### src/rtl/spi_ctl_pkg.sv
package spi_ctl_pkg;

  localparam int BYTE_W = 8;

  typedef enum logic [1:0] {
    PH_DEV  = 2'd0,
    PH_PTR  = 2'd1,
    PH_DATA = 2'd2,
    PH_SKIP = 2'd3
  } phase_t;

  // Strobes from the frame control into the register datapath
  typedef struct packed {
    logic              ptrLoad;
    logic              dataWrite;
    logic [BYTE_W-1:0] byteVal;
  } ctl_cmd_t;

  // Bits the host may change in register idx; status bits stay zero
  function automatic logic [BYTE_W-1:0] wrMask(input int idx);
    return (idx == 1) ? 8'hFC : 8'hFF;
  endfunction

endpackage

### src/rtl/spi_ctl_ctrl.sv
module spi_ctl_ctrl
  import spi_ctl_pkg::*;
#(
  parameter int         SYNC_STAGES = 2,
  parameter logic [6:0] DEV_ADDR    = 7'b0010000
) (
  input  logic     clk,
  input  logic     rstN,
  input  logic     csN,
  input  logic     cclk,
  input  logic     cdin,
  output ctl_cmd_t cmd
);

  localparam int CNT_W = $clog2(BYTE_W);

  logic [SYNC_STAGES-1:0] csPipe, clkPipe, datPipe;
  logic csS, clkS, datS, clkPrev;

  always_ff @(posedge clk or negedge rstN) begin
    if (!rstN) begin
      csPipe  <= '1;
      clkPipe <= '0;
      datPipe <= '0;
      clkPrev <= 1'b0;
    end else begin
      csPipe  <= {csPipe[SYNC_STAGES-2:0], csN};
      clkPipe <= {clkPipe[SYNC_STAGES-2:0], cclk};
      datPipe <= {datPipe[SYNC_STAGES-2:0], cdin};
      clkPrev <= clkS;
    end
  end

  assign csS  = csPipe[SYNC_STAGES-1];
  assign clkS = clkPipe[SYNC_STAGES-1];
  assign datS = datPipe[SYNC_STAGES-1];

  logic             bitRise, byteDone;
  logic [CNT_W-1:0] bitCnt;
  logic [BYTE_W-2:0] shiftReg;
  logic [BYTE_W-1:0] shiftNext;
  phase_t           phase;

  always_comb begin
    bitRise   = clkS & ~clkPrev & ~csS;
    shiftNext = {shiftReg, datS};
    byteDone  = bitRise && (bitCnt == CNT_W'(BYTE_W - 1));
  end

  always_ff @(posedge clk or negedge rstN) begin
    if (!rstN) begin
      bitCnt   <= '0;
      shiftReg <= '0;
      phase    <= PH_DEV;
    end else if (csS) begin
      bitCnt <= '0;
      phase  <= PH_DEV;
    end else if (bitRise) begin
      shiftReg <= shiftNext[BYTE_W-2:0];
      bitCnt   <= bitCnt + 1'b1;
      if (byteDone) begin
        unique case (phase)
          PH_DEV:  phase <= (shiftNext[7:1] == DEV_ADDR && !shiftNext[0]) ? PH_PTR : PH_SKIP;
          PH_PTR:  phase <= PH_DATA;
          PH_DATA: phase <= PH_DATA;
          default: phase <= PH_SKIP;
        endcase
      end
    end
  end

  always_comb begin
    cmd.ptrLoad   = byteDone && (phase == PH_PTR);
    cmd.dataWrite = byteDone && (phase == PH_DATA);
    cmd.byteVal   = shiftNext;
  end

endmodule

### src/rtl/spi_ctl_regbank.sv
module spi_ctl_regbank
  import spi_ctl_pkg::*;
#(
  parameter int NUM_REGS = 6,
  parameter int RO_INDEX = 6
) (
  input  logic                       clk,
  input  logic                       rstN,
  input  ctl_cmd_t                   cmd,
  output logic [NUM_REGS*BYTE_W-1:0] cfgRegs,
  output logic [BYTE_W-1:0]          mapReg,
  output logic                       wrStrobe,
  output logic [2:0]                 wrIndex
);

  localparam int PTR_W = 3;
  localparam int GAP_W = BYTE_W - 1 - PTR_W;

  logic [PTR_W-1:0] ptrIdx, nextPtr;
  logic             autoInc, idxOk;

  always_comb begin
    ptrIdx  = mapReg[PTR_W-1:0];
    autoInc = mapReg[BYTE_W-1];
    idxOk   = ptrIdx < PTR_W'(NUM_REGS);
    nextPtr = (ptrIdx >= PTR_W'(RO_INDEX)) ? '0 : ptrIdx + 1'b1;
  end

  always_ff @(posedge clk or negedge rstN) begin
    if (!rstN) begin
      mapReg <= '0;
    end else if (cmd.ptrLoad) begin
      mapReg <= {cmd.byteVal[BYTE_W-1], {GAP_W{1'b0}}, cmd.byteVal[PTR_W-1:0]};
    end else if (cmd.dataWrite && autoInc) begin
      mapReg[PTR_W-1:0] <= nextPtr;
    end
  end

  for (genvar g = 0; g < NUM_REGS; g++) begin : g_reg
    localparam logic [BYTE_W-1:0] MASK = wrMask(g);
    always_ff @(posedge clk or negedge rstN) begin
      if (!rstN) begin
        cfgRegs[g*BYTE_W +: BYTE_W] <= '0;
      end else if (cmd.dataWrite && ptrIdx == PTR_W'(g)) begin
        cfgRegs[g*BYTE_W +: BYTE_W] <= cmd.byteVal & MASK;
      end
    end
  end

  always_ff @(posedge clk or negedge rstN) begin
    if (!rstN) begin
      wrStrobe <= 1'b0;
      wrIndex  <= '0;
    end else begin
      wrStrobe <= cmd.dataWrite && idxOk;
      wrIndex  <= ptrIdx;
    end
  end

endmodule

### src/rtl/spi_ctl_port.sv
module spi_ctl_port
  import spi_ctl_pkg::*;
#(
  parameter int         NUM_REGS    = 6,
  parameter int         RO_INDEX    = 6,
  parameter int         SYNC_STAGES = 2,
  parameter logic [6:0] DEV_ADDR    = 7'b0010000
) (
  input  logic                  clk,
  input  logic                  rstN,
  input  logic                  csN,
  input  logic                  cclk,
  input  logic                  cdin,
  output logic [NUM_REGS*8-1:0] cfgRegs,
  output logic [7:0]            mapReg,
  output logic                  wrStrobe,
  output logic [2:0]            wrIndex
);

  ctl_cmd_t cmd;

  spi_ctl_ctrl #(
    .SYNC_STAGES(SYNC_STAGES),
    .DEV_ADDR   (DEV_ADDR)
  ) u_ctrl (
    .clk (clk),
    .rstN(rstN),
    .csN (csN),
    .cclk(cclk),
    .cdin(cdin),
    .cmd (cmd)
  );

  spi_ctl_regbank #(
    .NUM_REGS(NUM_REGS),
    .RO_INDEX(RO_INDEX)
  ) u_bank (
    .clk     (clk),
    .rstN    (rstN),
    .cmd     (cmd),
    .cfgRegs (cfgRegs),
    .mapReg  (mapReg),
    .wrStrobe(wrStrobe),
    .wrIndex (wrIndex)
  );

endmodule

### config.mk
export PLATFORM = sky130hd
export DESIGN_NAME = spi_ctl_port
export DESIGN_NICKNAME = d
export VERILOG_FILES = /design/src/rtl/spi_ctl_pkg.sv /design/src/rtl/spi_ctl_ctrl.sv /design/src/rtl/spi_ctl_regbank.sv /design/src/rtl/spi_ctl_port.sv
export SDC_FILE = /design/constraint.sdc
export NUM_CORES = 1
export LEC_CHECK = 0
export ABC_AREA = 0
export BUFFER_PORTS_ARGS = -buffer_cell sky130_fd_sc_hd__buf_2
export CAP_MARGIN = 20
export CORE_ASPECT_RATIO = 1.5
export CORE_UTILIZATION = 40
export DETAILED_ROUTE_END_ITERATION = 12
export PLACE_DENSITY = 0.67
export SYNTH_ARGS = -nofsm -noshare
export SYNTH_HDL_FRONTEND = slang
export SYNTH_SLANG_ARGS = --single-unit
### constraint.sdc
create_clock -name clk -period 5.5 [get_ports clk]
set_clock_uncertainty 0.1 [all_clocks]
set_input_delay 1.1 -clock clk [delete_from_list [all_inputs] [get_ports clk]]
set_output_delay 1.1 -clock clk [all_outputs]
set_load 0.05 [all_outputs]
# After elaboration in Yosys (flattened, before gate mapping)
# Cells that the tools add are included.
word_totals:
  ff_bits: 73
  input_bits: 5
  out_inout_bits: 60
  word_cells: 65
op_classes:
  add_sub_neg: 2
  n_lt_le_gt_ge: 2
  n_eq_ne: 9
  muxes: 10
  bitwise_logic: 4
  n_reduce_logical: 21
op_table:
  columns: ["cell", "count"]
  rows:
  - ["two-way mux 3 bit", 5]
  - ["logical AND 1 bit", 12]
  - ["equality test 3 bit, second input constant", 3]
  - ["two-way mux 2 bit", 4]
  - ["equality test 7 x 5 -> 1 bit, second input constant", 1]
  - ["adder 3 x 1 -> 3 bit, second input constant", 2]
  - ["equality test 3 x 2 -> 1 bit, second input constant", 2]
  - ["nonzero test 2 bit", 3]
  - ["case mux 2 bit (2 select lines)", 1]
  - ["AND reduction 2 bit", 2]
  - ["equality test 3 x 1 -> 1 bit, second input constant", 1]
  - ["greater-or-equal comparator 3 bit, second input constant", 1]
  - ["logical NOT 3 bit", 1]
  - ["< comparator 3 bit, second input constant", 1]
  - ["AND 1 bit", 2]
  - ["equality test 2 x 1 -> 1 bit, second input constant", 1]
  - ["equality test 2 bit, second input constant", 1]
  - ["logical NOT 2 bit", 1]
  - ["NOT 1 bit", 2]
  - ["OR reduction 2 bit", 1]
  - ["logical NOT 1 bit", 1]

# Depth between registers and ports, before layout
logic_depth:
  word_depth: 8
  ltp_mapped: 8
  depth_no_buf: 6

# Hierarchy
# A second synthesis with hierarchy kept.
hier_totals:
  hier_cells: 194
  area_unflattened_um2: 3020.4
modules_own_cells:
  columns: ["mod", "instances", "cells_each", "area_per_inst_um2", "seq_area_each_um2"]
  rows:
  - ["spi_ctl_regbank", 1, 139, 2229.6, 1351.3]
  - ["spi_ctl_ctrl", 1, 55, 790.8, 478.0]

# Worst setup path after synthesis
# No wires, ideal clock.
synth_path:
  path_type: "flip-flop to flip-flop"
  start: "register u_ctrl.bitCnt[0]"
  end: "register u_bank.cfgRegs[16]"
  setup_time_ns: 0.125
  t_arrival_ns: 1.811
  required_time_ns: 5.275
  slack_ns: 3.464
  stages_incl_launch_ff: 9
  path_buffers: 2
  synth_period_minus_slack_ns: 2.036
  path_cell_list: "dfrtp_1 -> ha_1 -> ha_1 -> nor3b_4 -> and3_1 -> buf_4 -> and3_4 -> buf_12 -> mux2_4"
synth_via:
  elab_chain_cells: 4
synth_rtl:
  columns: ["item", "line_no", "text"]
  rows:
  - ["from (decl)", "spi_ctl_ctrl.sv:39", "logic [CNT_W-1:0] bitCnt;"]
  - ["from (signal assigned)", "spi_ctl_ctrl.sv:60", "bitCnt <= bitCnt + 1'b1;"]
  - ["equality test 3 bit", "spi_ctl_ctrl.sv:47", "byteDone = bitRise && (bitCnt == CNT_W'(BYTE_W - 1));"]
  - ["logical AND 1 bit", "spi_ctl_ctrl.sv:47", null]
  - ["logical AND 1 bit", "spi_ctl_ctrl.sv:74", "cmd.dataWrite = byteDone && (phase == PH_DATA);"]
  - ["logical AND 1 bit", "spi_ctl_regbank.sv:44", "end else if (cmd.dataWrite && ptrIdx == PTR_W'(g)) begin"]
  - ["to (signal, indexed assignment)", "spi_ctl_regbank.sv:45", "cfgRegs[g*BYTE_W +: BYTE_W] <= cmd.byteVal & MASK;"]
  - ["to (decl)", "spi_ctl_regbank.sv:10", "output logic [NUM_REGS*BYTE_W-1:0] cfgRegs,"]
# Every way passes these cells.
# A chain may end at the register's enable or synchronous reset.

# Worst setup path in the final report
layout_path:
  start: "register u_bank.mapReg[2]"
  end: "output port mapReg[2]"
layout_lines:
  columns: ["item", "line_no", "text"]
  rows:
  - ["from (decl)", "spi_ctl_regbank.sv:11", "output logic [BYTE_W-1:0] mapReg,"]
  - ["from (signal assigned)", "spi_ctl_regbank.sv:33", "mapReg <= {cmd.byteVal[BYTE_W-1], {GAP_W{1'b0}}, cmd.byteVal[PTR_W-1:0]};"]
  - ["from (signal, indexed assignment)", "spi_ctl_regbank.sv:35", "mapReg[PTR_W-1:0] <= nextPtr;"]
  - ["to (decl)", "spi_ctl_port.sv:15", "output logic [7:0] mapReg,"]
# No word-level cell between the ends.

==> impl_metrics.json <==
{
  "dr.pass1.iters": 4,
  "cts_root_buffer": "clkbuf_8",
  "hold_path.class": "flop to flop",
  "rows": 38,
  "cts_resized": 0,
  "vias": 1745,
  "dieArea_um2": 7990,
  "critical_path_class": "flop to primary output",
  "max_freq_ghz": 0.414,
  "critPathTopFamily": "flip-flops",
  "cts_buffer_depth": 2,
  "gr-usage-all-layers_pct": 16.1,
  "dp_hpwl_um": 3940,
  "die_y_um": 109,
  "grt_overflow_total": 0,
  "clkSinkCount": 73,
  "min_path_cells": 0,
  "tightest_slew_ns": 0.911,
  "worst_path_max_delay_cell": "dfrtp_1",
  "io_pins": 65,
  "postCtsSetupBuffers": 0,
  "startpoint_type": "flop",
  "final_common_cell": "dfrtp_1",
  "insertion_delay_ns": 0.35,
  "hold_path_startpoint": "u_ctrl.datPipe[0]",
  "p_leak_nw": 1.96,
  "start_util_pct": 41.7,
  "slowest_delay_ns": 0.54,
  "worstPathCellList": "buf_2",
  "drt-total-wl_um": 5810,
  "core_um2": 7320,
  "synth.distinct_cells": 35,
  "drc": 0,
  "htree_levels": 3,
  "post-route-period-util_pct": 43.9,
  "cp_data_required_time_ns": 4.30,
  "cp_num_buf_inv": 1,
  "hold_viol": 0,
  "status": "finished, final reports clean",
  "antenna_found_initial": 0,
  "grt_pass1_wl_um": 9170,
  "num_antenna_cells": 0,
  "worstPathMaxFanout": 8,
  "ys_seq_area_share_pct": 59.9,
  "rsz0062_at_grt": "no",
  "syn_area_um2": 3050,
  "postCtsHoldBufs": 0,
  "vias_per_cell": 4.77,
  "syn2layout_area_growth_pct": 18.7,
  "first_iter_violations": 98,
  "slew_headroom_pct": 39.3,
  "ir_drop_v": 0.000142,
  "cp.arrival_ns": 1.22,
  "drive_gt1_share_pct": 51.5,
  "drv_slew": 0,
  "reg2regPathDepth": 6,
  "portBuffers": 58,
  "die_w_um": 73.3,
  "clk_pin_slew_ns": 0.07,
  "design_area_um2": 3620,
  "wire_per_inst_um": 15.9,
  "finalSetupTns_ns": 0,
  "syn_inst": 200,
  "gp_congestion": 0.799,
  "fin_crit_ns": 2.42,
  "final_cell_mix": "dfrtp_1 (71), buf_2 (58), mux2_2 (46)",
  "cts_tree": "built",
  "drv_cap": 0,
  "fillers": 688,
  "avgSynthCellArea_um2": 15.3,
  "hold_path_end": "u_ctrl.datPipe[1]",
  "r2r_slack_ns": 3.37,
  "ys.warnings.count": 0,
  "power_density_nw_per_um2": 326,
  "ys_ff_latch": 73,
  "cp-end-kind": "primary output",
  "grt_start_max_net_pins": 74,
  "ant_nets": 0,
  "fin_nets": 277,
  "place_area_um2": 3380,
  "timing.rr.end": "u_bank.cfgRegs[23]",
  "setup_viol": 0,
  "numCtsBuffers": 9,
  "r2r-start": "u_ctrl.bitCnt[0]",
  "grt_pass1_vias": 1765
}
-- how the worst max path moves through the flow --
stage,cells after the start,slack [ns],endpoint,from
2_1_floorplan,8,3.46,u_bank.cfgRegs[16],u_ctrl.bitCnt[0]
3_3_place_gp,6,3.44,u_bank.cfgRegs[22],u_ctrl.bitCnt[0]
3_5_place_dp,6,3.38,u_bank.cfgRegs[21],u_ctrl.bitCnt[0]
4_1_cts,1,3.08,mapReg[2],u_bank.mapReg[2]
5_1_grt,1,3.03,mapReg[2],u_bank.mapReg[2]
6_report,1,3.08,mapReg[2],u_bank.mapReg[2]
-- Yosys cell counts --
cell / n / share of area, %
o21a_1: 1 / 0.25
nand2b_1: 1 / 0.21
dfstp_2: 2 / 1.7
and4_1: 1 / 0.29
o32ai_1: 1 / 0.29
inv_1: 5 / 0.62
nor2_4: 1 / 0.37
mux2i_1: 5 / 1.6
clkbuf_1: 2 / 0.25
nand3_1: 1 / 0.16
nand3_2: 1 / 0.33
mux2_4: 8 / 3.9
nor4b_1: 1 / 0.29
buf_6: 2 / 0.74
clkbuf_2: 1 / 0.16
a21oi_1: 3 / 0.49
buf_4: 8 / 2.0
nor3b_4: 1 / 0.62
nor4_1: 1 / 0.21
dfrtp_1: 71 / 58
nand3_4: 1 / 0.57
mux2_2: 46 / 17
nor2b_1: 1 / 0.21
and3b_1: 1 / 0.29
nand2_2: 1 / 0.21
a21boi_0: 1 / 0.25
conb_1: 1 / 0.12
and3_1: 3 / 0.62
xor2_1: 1 / 0.29
buf_12: 1 / 0.66
nor2_1: 9 / 1.1
and3_4: 2 / 0.74
ha_1: 11 / 4.5
a211oi_1: 2 / 0.49
nand2_1: 2 / 0.25
-- area by class of cell --
type	count	area, µm²	area share, %
clock inverters	5	103	2.83
well taps	100	125	3.45
multi-input cells	113	1110	30.6
repair buffers	59	298	8.22
inverters	5	18.8	0.518
clock buffers	11	141	3.90
flip-flops and latches	73	1830	50.5
-- flip-flops by register name (all words and copies together) (netlist names), 3 cells and up --
| name | count |
|---|---|
| u_ctrl.shiftReg | 7 |
| u_ctrl.bitCnt | 3 |
| u_bank.wrIndex | 3 |
| u_bank.cfgRegs | 46 |
| u_bank.mapReg | 4 |
-- where the power goes --
group | leakage (nW) | switching, mW | total (mW) | internal [mW]
registers | 0.990 | 0.0659 | 0.627 | 0.561
logic | 0.851 | 0.0274 | 0.0517 | 0.0244
clock network | 0.120 | 0.191 | 0.503 | 0.313
-- cell families after synthesis --
group	Yosys count	synth area share (%)
other	1	0.123
and+or+nand+nor	28	6.44
DFF	73	59.9
adders and majority gates	11	4.51
muxes	59	22.6
AOI/OAI and AO/OA	8	1.76
buffers and inverters	19	4.39
xor gates and xnor gates	1	0.287
-- per-layer routing --
metal,global-route usage [%],up-vias,part of all wire (%)
met3,5.08,10,3.2
met1,19.0,892,43
met5,0,-,0
met2,26.5,34,51
met4,7.42,0,2.2
li1,-,809,-
-- stage by stage --
step	std cells	util, %	hold slack (ns)	total power, mW	setup slack, ns
after floorplan	205	-	0.231	0.649	3.46
after global placement	350	46.1	0.234	0.690	3.44
after detailed placement	350	46.1	0.236	0.692	3.38
after CTS	366	49.5	0.252	1.20	3.08
after global routing	366	49.5	0.265	1.23	3.03
final	366	49.5	0.252	1.18	3.08
No activity file was read; power rests on OpenSTA's default activity.
